--- config.mk ---
export PLATFORM = sky130hd
export DESIGN_NAME = bridge_pwm_router
export DESIGN_NICKNAME = d
export VERILOG_FILES = /design/src/rtl/bpr_pkg.sv /design/src/rtl/bpr_fault_gate.sv /design/src/rtl/bpr_phase_cell.sv /design/src/rtl/bridge_pwm_router.sv
export SDC_FILE = /design/constraint.sdc
export NUM_CORES = 1
export LEC_CHECK = 0
export ABC_AREA = 1
export CELL_PAD_IN_SITES_DETAIL_PLACEMENT = 0
export CELL_PAD_IN_SITES_GLOBAL_PLACEMENT = 1
export CORE_MARGIN = 2
export CORE_UTILIZATION = 27
export CTS_BUF_LIST = sky130_fd_sc_hd__clkbuf_8
export CTS_CLUSTER_SIZE = 30
export DETAILED_ROUTE_END_ITERATION = 8
export PLACE_DENSITY_LB_ADDON = 0.1
export SLEW_MARGIN = 20
export SYNTH_ARGS = -nofsm -noshare
export SYNTH_HDL_FRONTEND = slang
export SYNTH_SLANG_ARGS = --single-unit
--- constraint.sdc ---
create_clock -name clk -period 0.8 [get_ports clk]
set_input_delay 0.2 -clock clk [delete_from_list [all_inputs] [get_ports clk]]
set_output_delay 0.2 -clock clk [all_outputs]
set_load 0.02 [all_outputs]
--- src/rtl/bpr_pkg.sv ---
package bpr_pkg;

  typedef enum logic [1:0] {
    CHOP_HI = 2'b00,
    COMPL_A = 2'b01,
    CHOP_LO = 2'b10,
    COMPL_B = 2'b11
  } chop_mode_e;

  typedef struct packed {
    logic hi;
    logic lo;
  } gate_pair_t;

  // Per-phase routing of an already fault-qualified PWM level.
  function automatic gate_pair_t route_phase(input chop_mode_e mode,
                                             input logic lo_req,
                                             input logic hi_req,
                                             input logic pwm);
    gate_pair_t g;
    g = '0;
    unique case ({lo_req, hi_req})
      2'b01: begin
        unique case (mode)
          CHOP_HI:          begin g.hi = pwm;  g.lo = 1'b0; end
          CHOP_LO:          begin g.hi = 1'b1; g.lo = 1'b0; end
          COMPL_A, COMPL_B: begin g.hi = pwm;  g.lo = ~pwm; end
          default:          g = '0;
        endcase
      end
      2'b10: begin
        g.hi = 1'b0;
        g.lo = (mode == CHOP_LO) ? pwm : 1'b1;
      end
      default: g = '0;
    endcase
    return g;
  endfunction

endpackage

--- src/rtl/bpr_fault_gate.sv ---
module bpr_fault_gate (
  input  logic pwm_in,
  input  logic flt_temp,
  input  logic flt_volt,
  input  logic flt_ilim,
  output logic pwm_eff,
  output logic kill_all
);
  always_comb begin
    kill_all = flt_temp | flt_volt;
    pwm_eff  = pwm_in & ~flt_ilim;
  end
endmodule

--- src/rtl/bpr_phase_cell.sv ---
module bpr_phase_cell
  import bpr_pkg::*;
(
  input  logic       clk,
  input  logic       rst_n,
  input  logic       lo_req,
  input  logic       hi_req,
  input  logic       pwm_eff,
  input  logic       kill_all,
  input  chop_mode_e mode,
  output logic       hi_q,
  output logic       lo_q
);
  gate_pair_t nxt;

  always_comb begin
    nxt = route_phase(mode, lo_req, hi_req, pwm_eff);
    if (kill_all) nxt = '0;
  end

  always_ff @(posedge clk) begin
    if (!rst_n) begin
      hi_q <= 1'b0;
      lo_q <= 1'b0;
    end else begin
      hi_q <= nxt.hi;
      lo_q <= nxt.lo;
    end
  end

  // shoot-through never commanded
  a_r7_no_shoot: assert property (@(posedge clk) disable iff (!rst_n)
    !(hi_q && lo_q));

  // idle phase off
  a_r2_idle_off: assert property (@(posedge clk) disable iff (!rst_n)
    (!lo_req && !hi_req) |=> (!hi_q && !lo_q));

  // illegal request off
  a_r3_both_req_off: assert property (@(posedge clk) disable iff (!rst_n)
    (lo_req && hi_req) |=> (!hi_q && !lo_q));

  // high-side chop follows PWM
  a_r4_hi_chop: assert property (@(posedge clk) disable iff (!rst_n)
    (mode == CHOP_HI && hi_req && !lo_req && !kill_all) |=> (hi_q == $past(pwm_eff) && !lo_q));
endmodule

--- src/rtl/bridge_pwm_router.sv ---
module bridge_pwm_router
  import bpr_pkg::*;
#(
  parameter int NUM_PHASES = 3
) (
  input  logic                  clk,
  input  logic                  rst_n,
  input  logic [NUM_PHASES-1:0] ph_lo_en,
  input  logic [NUM_PHASES-1:0] ph_hi_en,
  input  logic                  pwm_in,
  input  logic [1:0]            chop_mode,
  input  logic                  flt_temp,
  input  logic                  flt_volt,
  input  logic                  flt_ilim,
  output logic [NUM_PHASES-1:0] gate_hi,
  output logic [NUM_PHASES-1:0] gate_lo
);
  localparam int LAST_PH = NUM_PHASES - 1;

  logic       pwm_eff;
  logic       kill_all;
  chop_mode_e mode_q;

  assign mode_q = chop_mode_e'(chop_mode);

  bpr_fault_gate u_fault (
    .pwm_in  (pwm_in),
    .flt_temp(flt_temp),
    .flt_volt(flt_volt),
    .flt_ilim(flt_ilim),
    .pwm_eff (pwm_eff),
    .kill_all(kill_all)
  );

  for (genvar p = 0; p <= LAST_PH; p++) begin : g_phase
    bpr_phase_cell u_cell (
      .clk     (clk),
      .rst_n   (rst_n),
      .lo_req  (ph_lo_en[p]),
      .hi_req  (ph_hi_en[p]),
      .pwm_eff (pwm_eff),
      .kill_all(kill_all),
      .mode    (mode_q),
      .hi_q    (gate_hi[p]),
      .lo_q    (gate_lo[p])
    );
  end

  // thermal or supply fault shuts every switch
  a_r8_fault_all_off: assert property (@(posedge clk) disable iff (!rst_n)
    (flt_temp || flt_volt) |=> (gate_hi == '0 && gate_lo == '0));

  // current limit leaves no high side conducting outside low-chop mode
  a_r9_ilim_no_high: assert property (@(posedge clk) disable iff (!rst_n)
    (flt_ilim && chop_mode != 2'b10) |=> (gate_hi == '0));

  // first edge after reset yields all-off
  a_r1_reset_off: assert property (@(posedge clk)
    !rst_n |=> (gate_hi == '0 && gate_lo == '0));
endmodule

---- After elaboration in Yosys (flattened, before gate mapping) ----
Cells that the tools add are included.
storage, ports and cells
  register bits ........................... 6
  input port bits ......................... 14
  output and inout port bits .............. 6
  logic and storage cells ................. 28
cells by class
  eq/ne operators ......................... 9
  muxes and demuxes ....................... 5
  bitwise operators ....................... 5
  reductions and logical operators ........ 3
operators by type and width
  kind                                                 number
  case mux 2 bit (2 select lines)                      3
  equality test 2 bit, second input constant           5
  equality test 2 x 1 -> 1 bit, second input constant  4
  case mux 2 bit (3 select lines)                      1
  OR reduction 2 bit                                   2
  inverter 1 bit                                       3
  zero test 2 bit                                      1
  AND 1 bit                                            1
  two-way mux 1 bit                                    1
  OR 1 bit                                             1

---- Longest topological paths before layout ----
Gate-level depths: netlist of the first run.
  depth after elaboration ................. 5
  mapped depth ............................ 5

---- Hierarchy ----
From an unflattened synthesis of the first run, not the netlist that was laid out.
second synthesis, totals
  cells, all modules ...................... 56
  area, all modules ....................... 426.7 um2
modules (own cells, without submodules)
  module          instances  cells each  area each (um2)
  bpr_phase_cell  3          17          135.1
  bpr_fault_gate  1          5           21.3

---- Least setup slack after synthesis of the first run ----
OpenSTA, ideal clock, no wires.
  kind .................................... in2reg
  from .................................... in ph_lo_en[0]
  to ...................................... reg g_phase[0].u_cell.lo_q
  arrival time ............................ 0.693 ns
  path slack .............................. 0.041 ns
  stages .................................. 5
  cell sequence ........................... inv_1 -> ha_1 -> inv_1 -> nand2_1 -> a21oi_2
between the ends
  cells in the longest elaborated chain, start to end .. 2
ends and longest elaborated chain
  item                                                                 RTL line                source
  start: declaration                                                   bridge_pwm_router.sv:8  input logic [NUM_PHASES-1:0] ph_lo_en,
  equality test 2 bit or equality test 2 x 1 -> 1 bit (tied branches)  bpr_pkg.sv:22           unique case ({lo_req, hi_req})
  case mux 2 bit (2 select lines) *                                    bpr_pkg.sv:22
  end signal: assignment                                               bpr_phase_cell.sv:27    lo_q <= nxt.lo;
  end: declaration                                                     bpr_phase_cell.sv:12    output logic lo_q
Mark *: on every way between the ends. The rest lies on a longest branch, timed or not.
A chain may end at the register's enable or synchronous reset.

---- Final worst setup path of the first run ----
  from .................................... reg g_phase[0].u_cell.hi_q
  to ...................................... out gate_hi[0]
RTL lines
  item                      RTL line                 source
  start: declaration        bpr_phase_cell.sv:11     output logic hi_q,
  start signal: assignment  bpr_phase_cell.sv:26     hi_q <= nxt.hi;
  end: declaration          bridge_pwm_router.sv:15  output logic [NUM_PHASES-1:0] gate_hi,
No word-level cell between the ends.

==> results of run 1 <==
[cell type report]
| class | instances | area [um^2] | area share, % |
|---|---|---|---|
| multi-input cells | 29 | 234.0 | 34.50 |
| repair buffers | 23 | 211.5 | 31.18 |
| flip-flops and latches | 6 | 127.6 | 18.82 |
| inverters | 12 | 45.04 | 6.642 |
| clock buffers | 3 | 41.29 | 6.089 |
| well taps | 15 | 18.77 | 2.768 |
[sequential cells by signal (all words and copies together), names as in the netlist]
signal / flops
g_phase.u_cell.lo_q: 3
g_phase.u_cell.hi_q: 3
[repair_timing]
item                       in CTS  in global routing
pin swaps                       7                  6
resized for setup              65                 11
setup endpoints to repair      12                 11
[worst min-delay path by stage]
stage / to / slack, ns / startpoint
detailed placement: g_phase[1].u_cell.hi_q$_SDFF_PP0_ / 0.90 / rst_n
finish: g_phase[1].u_cell.hi_q$_SDFF_PP0_ / 0.27 / flt_volt
global route: g_phase[1].u_cell.lo_q$_SDFF_PP0_ / 0.30 / flt_volt
floorplan: g_phase[1].u_cell.hi_q$_SDFF_PP0_ / 0.35 / flt_volt
CTS: g_phase[1].u_cell.hi_q$_SDFF_PP0_ / 0.37 / flt_volt
global placement: g_phase[1].u_cell.hi_q$_SDFF_PP0_ / 0.90 / rst_n
[stage by stage]
step                      total power (W)  hold WS (ns)  util (%)  cell area [um^2]  std cells
after floorplan                 0.0003779        0.3487         -             402.9         53
after global placement          0.0004779        0.9043     44.21             596.8         85
after detailed placement        0.0004783        0.9038     44.21             596.8         85
after CTS                       0.0009154        0.3724     48.56             655.6         88
after global routing            0.0009745        0.3026     50.23             678.2         88
final                           0.0009154        0.2683     50.23             678.2         88
[cells by family (layout without fill, tap and decap cells)]
group	count (synthesis)	after routing	share of synthesized area, %
flip-flops	6	6	29.81
AND/OR/NAND/NOR	19	19	22.36
buffers and inverters	18	38	22.36
AO/OA/AOI/OAI	4	4	6.831
adder cells (fa/ha/maj)	6	6	18.63
[report_power, final]
group          total (W)  leakage (nW)  internal, W  switching (W)
clock network   0.000435        0.0216     0.000322       0.000113
logic           0.000174         0.260    0.0000937      0.0000807
registers       0.000306        0.0514     0.000305     0.00000137
[routing by layer]
metal  track usage [%]  vias to the layer above  routed length, um
met5                 0                        -                  0
met4             5.625                        0                  0
met3             3.879                        0                 62
met2             15.45                       18                337
met1             10.28                      146                312
li1                  -                      192                  -
[cells in the final DEF (no fill, tap or decap)]
cell type        synthesis  routed
nor3b_4                  1       1
clkdlybuf4s15_1          0       6
inv_2                    0       3
dlygate4sd2_1            0       5
dfxtp_2                  0       6
nand3_1                  3       3
nor2_2                   0       1
nor2_1                   4       3
ha_4                     0       2
clkbuf_8                 0       3
nand2_1                 11       7
o21ai_2                  0       1
buf_4                    6       4
a21oi_1                  1       1
buf_6                    0       6
inv_1                   12       9
clkbuf_2                 0       2
ha_1                     6       4
a21oi_2                  2       2
nand2_2                  0       4
==> impl_metrics.json, run 1 <==
{
  "status": "complete, but fails checks",
  "violations": "negative setup slack",
  "path_cells": "buf_6",
  "synth_area_leaders": "dfxtp_1 (30%), ha_1 (19%), buf_4 (11%)",
  "startpoint": "g_phase[0].u_cell.hi_q$_SDFF_PP0_",
  "cts_buffer_depth": 2,
  "slowest_stage": "dfxtp_2",
  "critPathKind": "reg -> out",
  "clk_transition_reported_paths_ns": 0.03,
  "synth_flop_cell": "dfxtp_1",
  "ys_warn_count": 0,
  "routed_wl_um": 712,
  "yosysMostFrequentCell": "inv_1",
  "overflow": 0,
  "power_density_nw_per_um2": 1350,
  "endpoint": "gate_hi[0]",
  "die_h_um": 42.63,
  "drive_gt1_share_pct": 47.95,
  "min_delay_path_depth": 4,
  "synth_seq_cells": 6,
  "grt_first_pass_wirelength_mm": 1.304,
  "holdCritPathClass": "in -> reg",
  "critical_path.startpoint_type": "flop",
  "cts_setup_buffers": 0,
  "dr.first_iter.drc_count": 9,
  "viasPerCell": 4.045,
  "fmax_ghz": 1.184,
  "wire_per_inst_um": 8.091,
  "setup_slack_ns": -0.04471,
  "grt_pass1_vias": 337,
  "fp.dieW_um": 42.63,
  "ir_drop_mv": 0.5257,
  "setup-tns-final_ns": -0.2443,
  "grt_antenna_before_repair": 0,
  "max_slew_margin_pct": 80.74,
  "synthArstFlopShare_pct": 0,
  "root_buffer": "clkbuf_8",
  "hold_buffers": 0,
  "synth.largest_area_cell": "dfxtp_1",
  "synthToLayoutAreaGrowth_pct": 68.32,
  "tightest_slew_ns": 0.2886,
  "max_stage_delay_ns": 0.31,
  "h-tree-depth": 1,
  "grt_setup_unrepaired": "true",
  "drcViolationCount": 0,
  "critical_path_buf_inv_count": 1,
  "synth.net_count": 73,
  "required_ns": 0.60,
  "worst-path-stages": 1,
  "start_util_pct": 29.84,
  "dieArea_um2": 1817,
  "ys_types": 11,
  "cp.arrival_ns": 0.64,
  "yosys-top-cells-count": "inv_1 (12), nand2_1 (11), buf_4 (6), dfxtp_1 (6), ha_1 (6)",
  "fill_cells": 139,
  "tritoncts": "done",
  "synth_seq_area_share_pct": 29.81,
  "grt_usage_pct": 9.553,
  "clock_sinks": 6,
  "ios": 20,
  "netlist_instances": 53,
  "maxCapViolations": 0,
  "grt_max_degree": 6,
  "synth_top_area_share_pct": 29.81,
  "dr.pass1.iters": 4,
  "core_um2": 1350,
  "path_max_fanout": 1,
  "vias": 356,
  "drtAntennaViolNets": 0,
  "cp_top_family": "flip-flops",
  "min_period_over_period_pct": 105.6,
  "hold_viol": 0,
  "p_leak_nw": 0.3331,
  "final.min_clock_period_ns": 0.8447,
  "final-setup-viol-count": 6,
  "drv_slew": 0,
  "postSynthAreaPerCell_um2": 7.602,
  "final_nets": 95,
  "mappedNetlistArea_um2": 402.9,
  "port-buffer-count": 19,
  "dp_slack_ns": -0.5028,
  "synth_edf_count": 0,
  "antenna_cells": 0,
  "place.gp.congestion": 0.6613,
  "rows": 13,
  "cts_buffers": 3,
  "endpoint_kind": "primary output"
}
No activity file was read; power rests on OpenSTA's default activity.
==> run 2: changes to the inputs <==
- ABC_CLOCK_PERIOD_IN_PS: default -> 800
- CTS_CLUSTER_SIZE: 30 -> 12
==> results of run 2 <==
The final DEF is identical to that of run 1; final timing and power are the same.
